### src/rtl/dbgm_pkg.sv
package dbgm_pkg;

  localparam int WORD_W = 32;

  // Entry control word layout; the qualifier logic decodes these positions.
  typedef struct packed {
    logic [10:0] rsv_hi;   // 31:21
    logic        lnk;      // 20
    logic [3:0]  lbn;      // 19:16
    logic [1:0]  ssc;      // 15:14
    logic        hmc;      // 13
    logic [9:0]  rsv_mid;  // 12:3
    logic [1:0]  pac;      // 2:1
    logic        rsv_lo;   // 0
  } entry_ctrl_t;

  // Linked breakpoint control word layout.
  typedef struct packed {
    logic [7:0]  rsv_hi;   // 31:24
    logic [3:0]  btype;    // 23:20
    logic [18:0] rsv_mid;  // 19:1
    logic        en;       // 0
  } link_ctrl_t;

  localparam logic [3:0] BTYPE_CTX_LINKED = 4'd3;

  localparam logic [1:0] SSC_ANY     = 2'b00;
  localparam logic [1:0] SSC_SECURE  = 2'b10;

  localparam int FSR_DEBUG_LONG  = 32'h0000_0222;
  localparam int FSR_DEBUG_SHORT = 32'h0000_0002;

endpackage

### src/rtl/dbgm_link_eval.sv
module dbgm_link_eval
  import dbgm_pkg::*;
#(
  parameter int NUM_BRP = 6,
  parameter int NUM_CTX = 3
) (
  input  logic [3:0]                link_idx,
  input  logic [NUM_BRP*WORD_W-1:0] link_ctrl,
  input  logic [NUM_BRP*WORD_W-1:0] link_val,
  input  logic [1:0]                cur_level,
  input  logic [WORD_W-1:0]         ctx_id,
  output logic                      link_ok
);

  localparam logic [3:0] IDX_HI = 4'(NUM_BRP - 1);
  localparam logic [3:0] IDX_LO = 4'(NUM_BRP - NUM_CTX);

  link_ctrl_t              sel_ctrl;
  logic [WORD_W-1:0]       sel_val;
  logic                    idx_ok;

  // Explicit compare mux keeps an out-of-range index from reading past the bank.
  always_comb begin
    sel_ctrl = '0;
    sel_val  = '0;
    for (int k = 0; k < NUM_BRP; k++) begin
      if (link_idx == 4'(k)) begin
        sel_ctrl = link_ctrl_t'(link_ctrl[k*WORD_W +: WORD_W]);
        sel_val  = link_val[k*WORD_W +: WORD_W];
      end
    end
  end

  assign idx_ok = (link_idx <= IDX_HI) && (link_idx >= IDX_LO);

  always_comb begin
    link_ok = 1'b0;
    if (idx_ok && sel_ctrl.en) begin
      if (sel_ctrl.btype == BTYPE_CTX_LINKED) begin
        link_ok = !cur_level[1] && (ctx_id == sel_val);
      end
    end
  end

endmodule

### src/rtl/dbgm_entry_qual.sv
module dbgm_entry_qual
  import dbgm_pkg::*;
(
  input  logic              hit,
  input  logic [WORD_W-1:0] ctrl,
  input  logic              unpriv,
  input  logic [1:0]        cur_level,
  input  logic              cur_secure,
  input  logic              link_ok,
  output logic [3:0]        link_idx,
  output logic              match
);

  entry_ctrl_t c;
  logic [1:0]  eff_level;
  logic        sec_ok;
  logic        lvl_ok;
  logic        lnk_pass;

  assign c         = entry_ctrl_t'(ctrl);
  assign link_idx  = c.lbn;
  assign eff_level = unpriv ? 2'd0 : cur_level;

  always_comb begin
    unique case (c.ssc)
      SSC_ANY:    sec_ok = 1'b1;
      SSC_SECURE: sec_ok = cur_secure;
      default:    sec_ok = !cur_secure;
    endcase
  end

  always_comb begin
    unique case (eff_level)
      2'd0:    lvl_ok = c.pac[1];
      2'd1:    lvl_ok = c.pac[0];
      default: lvl_ok = c.hmc;
    endcase
  end

  assign lnk_pass = !c.lnk || link_ok;
  assign match    = hit && sec_ok && lvl_ok && lnk_pass;

endmodule

### src/rtl/dbgm_match_top.sv
module dbgm_match_top
  import dbgm_pkg::*;
#(
  parameter int NUM_ENTRIES = 4,
  parameter int NUM_BRP     = 6,
  parameter int NUM_CTX     = 3,
  parameter int FSR_W       = 12
) (
  input  logic                          clk,
  input  logic                          rst,
  input  logic                          mon_dbg_en,
  input  logic                          dbg_masked,
  input  logic [1:0]                    cur_level,
  input  logic                          cur_secure,
  input  logic                          long_desc,
  input  logic [WORD_W-1:0]             ctx_id,
  input  logic [NUM_ENTRIES-1:0]        entry_hit,
  input  logic [NUM_ENTRIES-1:0]        entry_unpriv,
  input  logic [NUM_ENTRIES*WORD_W-1:0] entry_ctrl,
  input  logic [NUM_BRP*WORD_W-1:0]     link_ctrl,
  input  logic [NUM_BRP*WORD_W-1:0]     link_val,
  output logic                          evt_o,
  output logic [NUM_ENTRIES-1:0]        evt_vec_o,
  output logic [FSR_W-1:0]              fault_status_o
);

  localparam logic [FSR_W-1:0] FSR_LONG  = FSR_W'(FSR_DEBUG_LONG);
  localparam logic [FSR_W-1:0] FSR_SHORT = FSR_W'(FSR_DEBUG_SHORT);

  logic [NUM_ENTRIES-1:0] raw_match;
  logic [NUM_ENTRIES-1:0] gated_match;
  logic                   dbg_allowed;

  assign dbg_allowed = mon_dbg_en && !dbg_masked;

  for (genvar i = 0; i < NUM_ENTRIES; i++) begin : g_entry
    logic [3:0] idx;
    logic       lok;

    dbgm_link_eval #(
      .NUM_BRP (NUM_BRP),
      .NUM_CTX (NUM_CTX)
    ) link_i (
      .link_idx  (idx),
      .link_ctrl (link_ctrl),
      .link_val  (link_val),
      .cur_level (cur_level),
      .ctx_id    (ctx_id),
      .link_ok   (lok)
    );

    dbgm_entry_qual qual_i (
      .hit        (entry_hit[i]),
      .ctrl       (entry_ctrl[i*WORD_W +: WORD_W]),
      .unpriv     (entry_unpriv[i]),
      .cur_level  (cur_level),
      .cur_secure (cur_secure),
      .link_ok    (lok),
      .link_idx   (idx),
      .match      (raw_match[i])
    );
  end

  assign gated_match = dbg_allowed ? raw_match : '0;

  always_ff @(posedge clk) begin
    if (rst) begin
      evt_vec_o      <= '0;
      evt_o          <= 1'b0;
      fault_status_o <= '0;
    end else begin
      evt_vec_o <= gated_match;
      evt_o     <= |gated_match;
      if (|gated_match) begin
        fault_status_o <= long_desc ? FSR_LONG : FSR_SHORT;
      end else begin
        fault_status_o <= '0;
      end
    end
  end

endmodule

### config.mk
export PLATFORM = sky130hd
export DESIGN_NAME = dbgm_match_top
export DESIGN_NICKNAME = d
export VERILOG_FILES = /design/src/rtl/dbgm_pkg.sv /design/src/rtl/dbgm_link_eval.sv /design/src/rtl/dbgm_entry_qual.sv /design/src/rtl/dbgm_match_top.sv
export SDC_FILE = /design/constraint.sdc
export NUM_CORES = 1
export LEC_CHECK = 0
export BUFFER_PORTS_ARGS = -buffer_cell sky130_fd_sc_hd__buf_2
export CORE_AREA = 5 5 220 222
export CTS_CLUSTER_DIAMETER = 100
export DETAILED_ROUTE_END_ITERATION = 6
export DIE_AREA = 0 0 225 227
export PLACE_DENSITY_LB_ADDON = 0.08
export SYNTH_ARGS = -nofsm -noshare
export SYNTH_HDL_FRONTEND = slang
export SYNTH_SLANG_ARGS = --single-unit
### constraint.sdc
create_clock -name clk -period 2.7 [get_ports clk]
set_input_delay 0.135 -clock clk [delete_from_list [all_inputs] [get_ports clk]]
set_output_delay 0.135 -clock clk [all_outputs]
set_load 0.005 [all_outputs]
== Word-level counts from Yosys, hierarchy flattened ==
Cells that the tools add are included.
Cells by class
  $add $sub $neg: 0
  multiply operators: 0
  divide/modulo/power cells: 0
  order comparisons: 8
  equality and inequality tests: 36
  shift-type cells: 0
  multiplexer cells: 70
  bitwise gates (word level): 1
  reduce and logical (&&, ||, !) cells: 50
Operator list (count)
  two-way mux 32 bit: 24
  two-way mux 24 bit: 24
  == test 32 bit: 4
  == test 4 x 2 -> 1 bit, second input constant: 12
  == test 4 x 3 -> 1 bit, second input constant: 8
  logical AND 1 bit: 25
  == test 4 x 1 -> 1 bit, second input constant: 4
  >= comparator 4 x 2 -> 1 bit, second input constant: 4
  <= comparator 4 x 3 -> 1 bit, second input constant: 4
  logical NOT 2 bit: 8
  logical NOT 4 bit: 4
  one-hot mux 1 bit (2 select lines): 8
  two-way mux 10 bit: 1
  == test 2 x 1 -> 1 bit, second input constant: 4
  == test 2 bit, second input constant: 4
  two-way mux 1 bit: 8
  two-way mux 2 bit: 4
  logical NOT 1 bit: 7
  logical OR 1 bit: 4
  two-way mux 4 bit: 1
  OR reduction 4 bit: 1
  OR reduction 2 bit: 1
  inverter 1 bit: 1
Word-level totals
  register bits: 17
  latch bits: 0
  memory bits (writable): 0
  memory bits (read-only): 0
  bits of input ports: 560
  logic and storage cells: 168
  memories kept: 0

== Logic depth before layout (Yosys ltp) ==
  depth after elaboration: 17
  gate-level depth with buffers: 13
  gate-level depth less buffers: 9

== Cells and area by module ==
From an unflattened synthesis, not the netlist that was laid out.
Second synthesis, totals
  cells, all modules: 1535
  area, all modules: 11095.6 um^2
By module, submodules not included
  dbgm_link_eval: times used 4, cells an instance 362, area an instance 2602.5 um^2, seq. area each 0.0 um^2
  dbgm_entry_qual: times used 4, cells an instance 15, area an instance 96.3 um^2, seq. area each 0.0 um^2
  dbgm_match_top: times used 1, cells an instance 27, area an instance 300.3 um^2, seq. area each 140.1 um^2

== Least setup slack after synthesis ==
No wires, ideal clock.
  path kind: input to register
  from: input entry_ctrl[51]
  to: register fault_status_o[5]
  arrival: 2.244 ns
  path slack: 0.381 ns
  stages on the path: 10
  path through: buf_2 -> or3b_2 -> buf_2 -> o21ai_0 -> mux2i_1 -> or4_1 -> nor4_1 -> nand4_1 -> o21a_1 -> a31oi_1
On the way
  word-level cells in the longest chain between the ends: 17
RTL lines
  from (decl): RTL line dbgm_match_top.sv:19  | input logic [NUM_ENTRIES*WORD_W-1:0] entry_ctrl,
  logical NOT 4 bit: RTL line dbgm_link_eval.sv:27  | if (link_idx == 4'(k)) begin
  two-way mux 32 bit (6 in a row): RTL line dbgm_link_eval.sv:27
  == test 32 bit: RTL line dbgm_link_eval.sv:40  | link_ok = !cur_level[1] && (ctx_id == sel_val);
  logical AND 1 bit: RTL line dbgm_link_eval.sv:40
  two-way mux 1 bit: RTL line dbgm_link_eval.sv:39  | if (sel_ctrl.btype == BTYPE_CTX_LINKED) begin
  two-way mux 1 bit (*): RTL line dbgm_link_eval.sv:38  | if (idx_ok && sel_ctrl.en) begin
  logical OR 1 bit (*): RTL line dbgm_entry_qual.sv:40  | assign lnk_pass = !c.lnk || link_ok;
  logical AND 1 bit (*): RTL line dbgm_entry_qual.sv:41  | assign match = hit && sec_ok && lvl_ok && lnk_pass;
  two-way mux 4 bit (*): RTL line dbgm_match_top.sv:64  | assign gated_match = dbg_allowed ? raw_match : '0;
  OR reduction 4 bit (*): RTL line dbgm_match_top.sv:74  | if (|gated_match) begin
  inverter 1 bit (no line) (*)
  OR reduction 2 bit (no line) (*)
  to (signal assigned): RTL line dbgm_match_top.sv:75  | fault_status_o <= long_desc ? FSR_LONG : FSR_SHORT;
  to (decl): RTL line dbgm_match_top.sv:24  | output logic [FSR_W-1:0] fault_status_o
Every way passes the cells marked *; elsewhere a longest branch is shown, timed or not.
A chain may end at the register's enable or synchronous reset.

== Worst setup path after layout ==
  from: input entry_ctrl[17]
  to: register fault_status_o[5]
Same word-level chain as after synthesis.

==> qor.txt <==
status = complete, but fails checks
failing checks = setup timing
Synth Cell Area = 0.0106 mm²
global-route wire length before repair = 133 mm
Crit. End Element = register
fmax = 361 MHz
DP Wirelength = 83.4 mm
global route overflow = 0
htree depth = 1
Cell variety after synth = 82
fin nets = 2845
critical path startpoint category = input pin
Final Util = 37.4%
die area = 0.0511 mm²
DRT Wirelength = 99.3 mm
Post-synth EDFFs = 0
I/O Pins = 577
reported max-cap violation count = 0
drt drc = 0
Final Hold Viols = 0
CP max FO = 7
core area = 0.0462 mm²
Initial DRC Count = 2339
fill count = 5078
die height = 227 µm
final antenna-violating net count = 0
Syn Area/Cell = 6.52 µm²
hold depth = 2
worst setup margin = -0.0669 ns
fin cells = 2891
TritonCTS Buffers = 3
# rows = 79
DR vias = 17499
first-pass iteration count of the detailed router = 6
Syn Inst Count = 1618
crit path max-delay cell type = a222oi_1
Die W = 225 µm
antenna cells = 0
All-Layer GR Usage = 36.4%
Power Dens Cells = 211 mW/mm²
sequential cell area = 140 µm²
Yosys warning count = 0
LEAKAGE = 0.00763 µW
share of cells above drive strength 1 = 43.6%
Clk pin slew, worst setup/hold paths = 0.04 ns
minimum clock period = 2.77 ns
ys flop type = dfxtp_1
CP Data Arrival Time = 2.93 ns
ys async rst share = 0%
routability cong. = 1.05
largest net degree at the start of global routing = 30
final setup fails = 3
port bufs = 314
detail-routed via count per cell = 6.05
Cell Chain, Critical Path = buf_6 > buf_12 > buf_12 > mux2_2 > a222oi_1 > mux2i_1 > buf_4 > nand4_1 > nor4_1 > a31o_2 > nor3b_4 > a31oi_4
initial antenna violation count = 2
Longest Clk Path Bufs = 2
crit path kind = in2reg
dpl cells = 2860
Final Cycle Share = 102%
slowest stage delay, CP = 0.43 ns
CTS tree = built
maximum vdd drop = 285 µV
vias in the first global route = 16588
area of the multi-input gates = 0.00988 mm²
CP Capture Point = fault_status_o[5]$_SDFF_PP0_
Critical Path RT = 2.86 ns
clock root buffer = clkbuf_16
max_slew headroom = 46.4%
most frequent CP cell = buf_12
HP Class = in2reg
hold_buf cts = 0
DR WL/cell = 34.4 µm
Pins Over Slew Limit = 0
Area growth syn-to-layout = 63.6%
register area share after synthesis = 1.33%
CTS Sinks = 7
worst setup path startpoint = entry_ctrl[17]
Worst-Margin Slew = 0.804 ns
Synth Register Bits = 7
Initial Util = 22.9%
==> worst min-delay path by stage <==
stage	start	endpoint	slack (ns)
detailed placement	entry_ctrl[84]	evt_vec_o[2]$_SDFF_PP0_	0.36
finish	entry_ctrl[84]	evt_vec_o[2]$_SDFF_PP0_	0.13
global route	entry_ctrl[84]	evt_vec_o[2]$_SDFF_PP0_	0.13
global placement	long_desc	fault_status_o[5]$_SDFF_PP0_	0.38
floorplan	long_desc	fault_status_o[5]$_SDFF_PP0_	0.24
CTS	entry_ctrl[84]	evt_vec_o[2]$_SDFF_PP0_	0.12
==> Yosys cell counts, types with 29 or more instances <==
cell	number	area share, %
o22ai_1	57	3.4
mux2i_1	136	13
clkbuf_1	70	2.5
inv_1	48	1.7
a21oi_1	88	4.2
o21ai_0	177	8.4
o2bb2ai_1	32	2.7
mux2_2	73	7.8
a211oi_1	29	2.1
nor2_1	238	8.5
nand2b_1	32	1.9
nand2_1	61	2.2
nor2b_1	37	2.2
nor3_1	55	2.6
buf_2	63	3.0
==> worst max-delay path: cells and delay by family <==
family                 cells  cell delay (ns)
buffers and inverters      4             0.61
AND/OR/NAND/NOR            3             0.63
multiplexers               2             0.71
AO/OA/AOI/OAI              3             0.83
==> state kept, by name, indices dropped and copies added (netlist names) <==
signal and cells:
evt_o 1, fault_status_o 2, evt_vec_o 4
==> what timing repair did <==
action | CTS | global route
setup endpoints to repair | 7 | 4
gates cloned | 1 | 1
pin swaps | 21 | 35
gates resized for setup | 81 | 68
buffers inserted | 2 | 27
==> layer usage <==
| metal | wire length [µm] | share of wire [%] | GRT usage [%] | vias to the layer above |
|---|---|---|---|---|
| li1 | - | - | - | 7531 |
| met4 | 5120 | 5.2 | 13.3 | 4 |
| met2 | 41800 | 42 | 56.1 | 1173 |
| met3 | 9110 | 9.2 | 4.86 | 197 |
| met5 | 21 | 0.021 | 0 | - |
| met1 | 43200 | 44 | 52.0 | 8594 |
==> stage by stage <==
stage / instance area (µm²) / setup slack (ns) / power, µW / hold WS [ns] / setup TNS [ns]
after detailed placement: 16300 / -0.763 / 3100 / 0.359 / -3.99
after floorplan: 10600 / 0.381 / 1320 / 0.244 / 0
final: 17300 / -0.0669 / 3650 / 0.129 / -0.126
after CTS: 16700 / 0.00460 / 3450 / 0.123 / 0
after global routing: 17300 / -0.0949 / 3750 / 0.129 / -0.117
after global placement: 16300 / -0.845 / 3120 / 0.378 / -4.27
==> power by group <==
group | total, µW | switching, µW | internal (µW) | leakage (µW)
registers | 107 | 0.622 | 106 | 0.0000566
logic | 3280 | 1900 | 1380 | 0.00753
clock network | 259 | 61.9 | 197 | 0.0000382
total | 3650 | 1970 | 1680 | 0.00763
==> cells by family after synthesis <==
logic type	after synthesis	synth area share, %
AOI/OAI and AO/OA	605	38.4
and+or+nand+nor	549	26.3
muxes	218	22.5
buffers and inverters	217	9.68
xor gates and xnor gates	21	1.74
DFF	7	1.33
other	1	0.0355
==> placed cells by master (no fill, tap or decap), types with 17 or more instances in the layout <==
cell	n
nor3_1	52
xnor2_1	18
mux2i_1	133
buf_4	446
o211ai_1	19
nand2b_1	28
inv_1	47
a221oi_1	18
o221ai_1	25
buf_2	300
nor2_1	234
mux2_2	72
nand4_1	17
nand2_1	61
o22ai_1	57
nor2b_1	34
o21ai_0	163
o2bb2ai_1	32
a21oi_1	87
a222oi_1	23
a211oi_1	24
buf_12	55
==> area by class of cell <==
type | instances | area share [%]
clock buffer | 4 | 0.457
timing repair buffer | 822 | 36.1
multi-input combinational | 1403 | 57.2
sequential | 7 | 0.812
inverter | 48 | 1.06
tap | 607 | 4.40
Note: power is estimated with default switching activity, not from simulation.
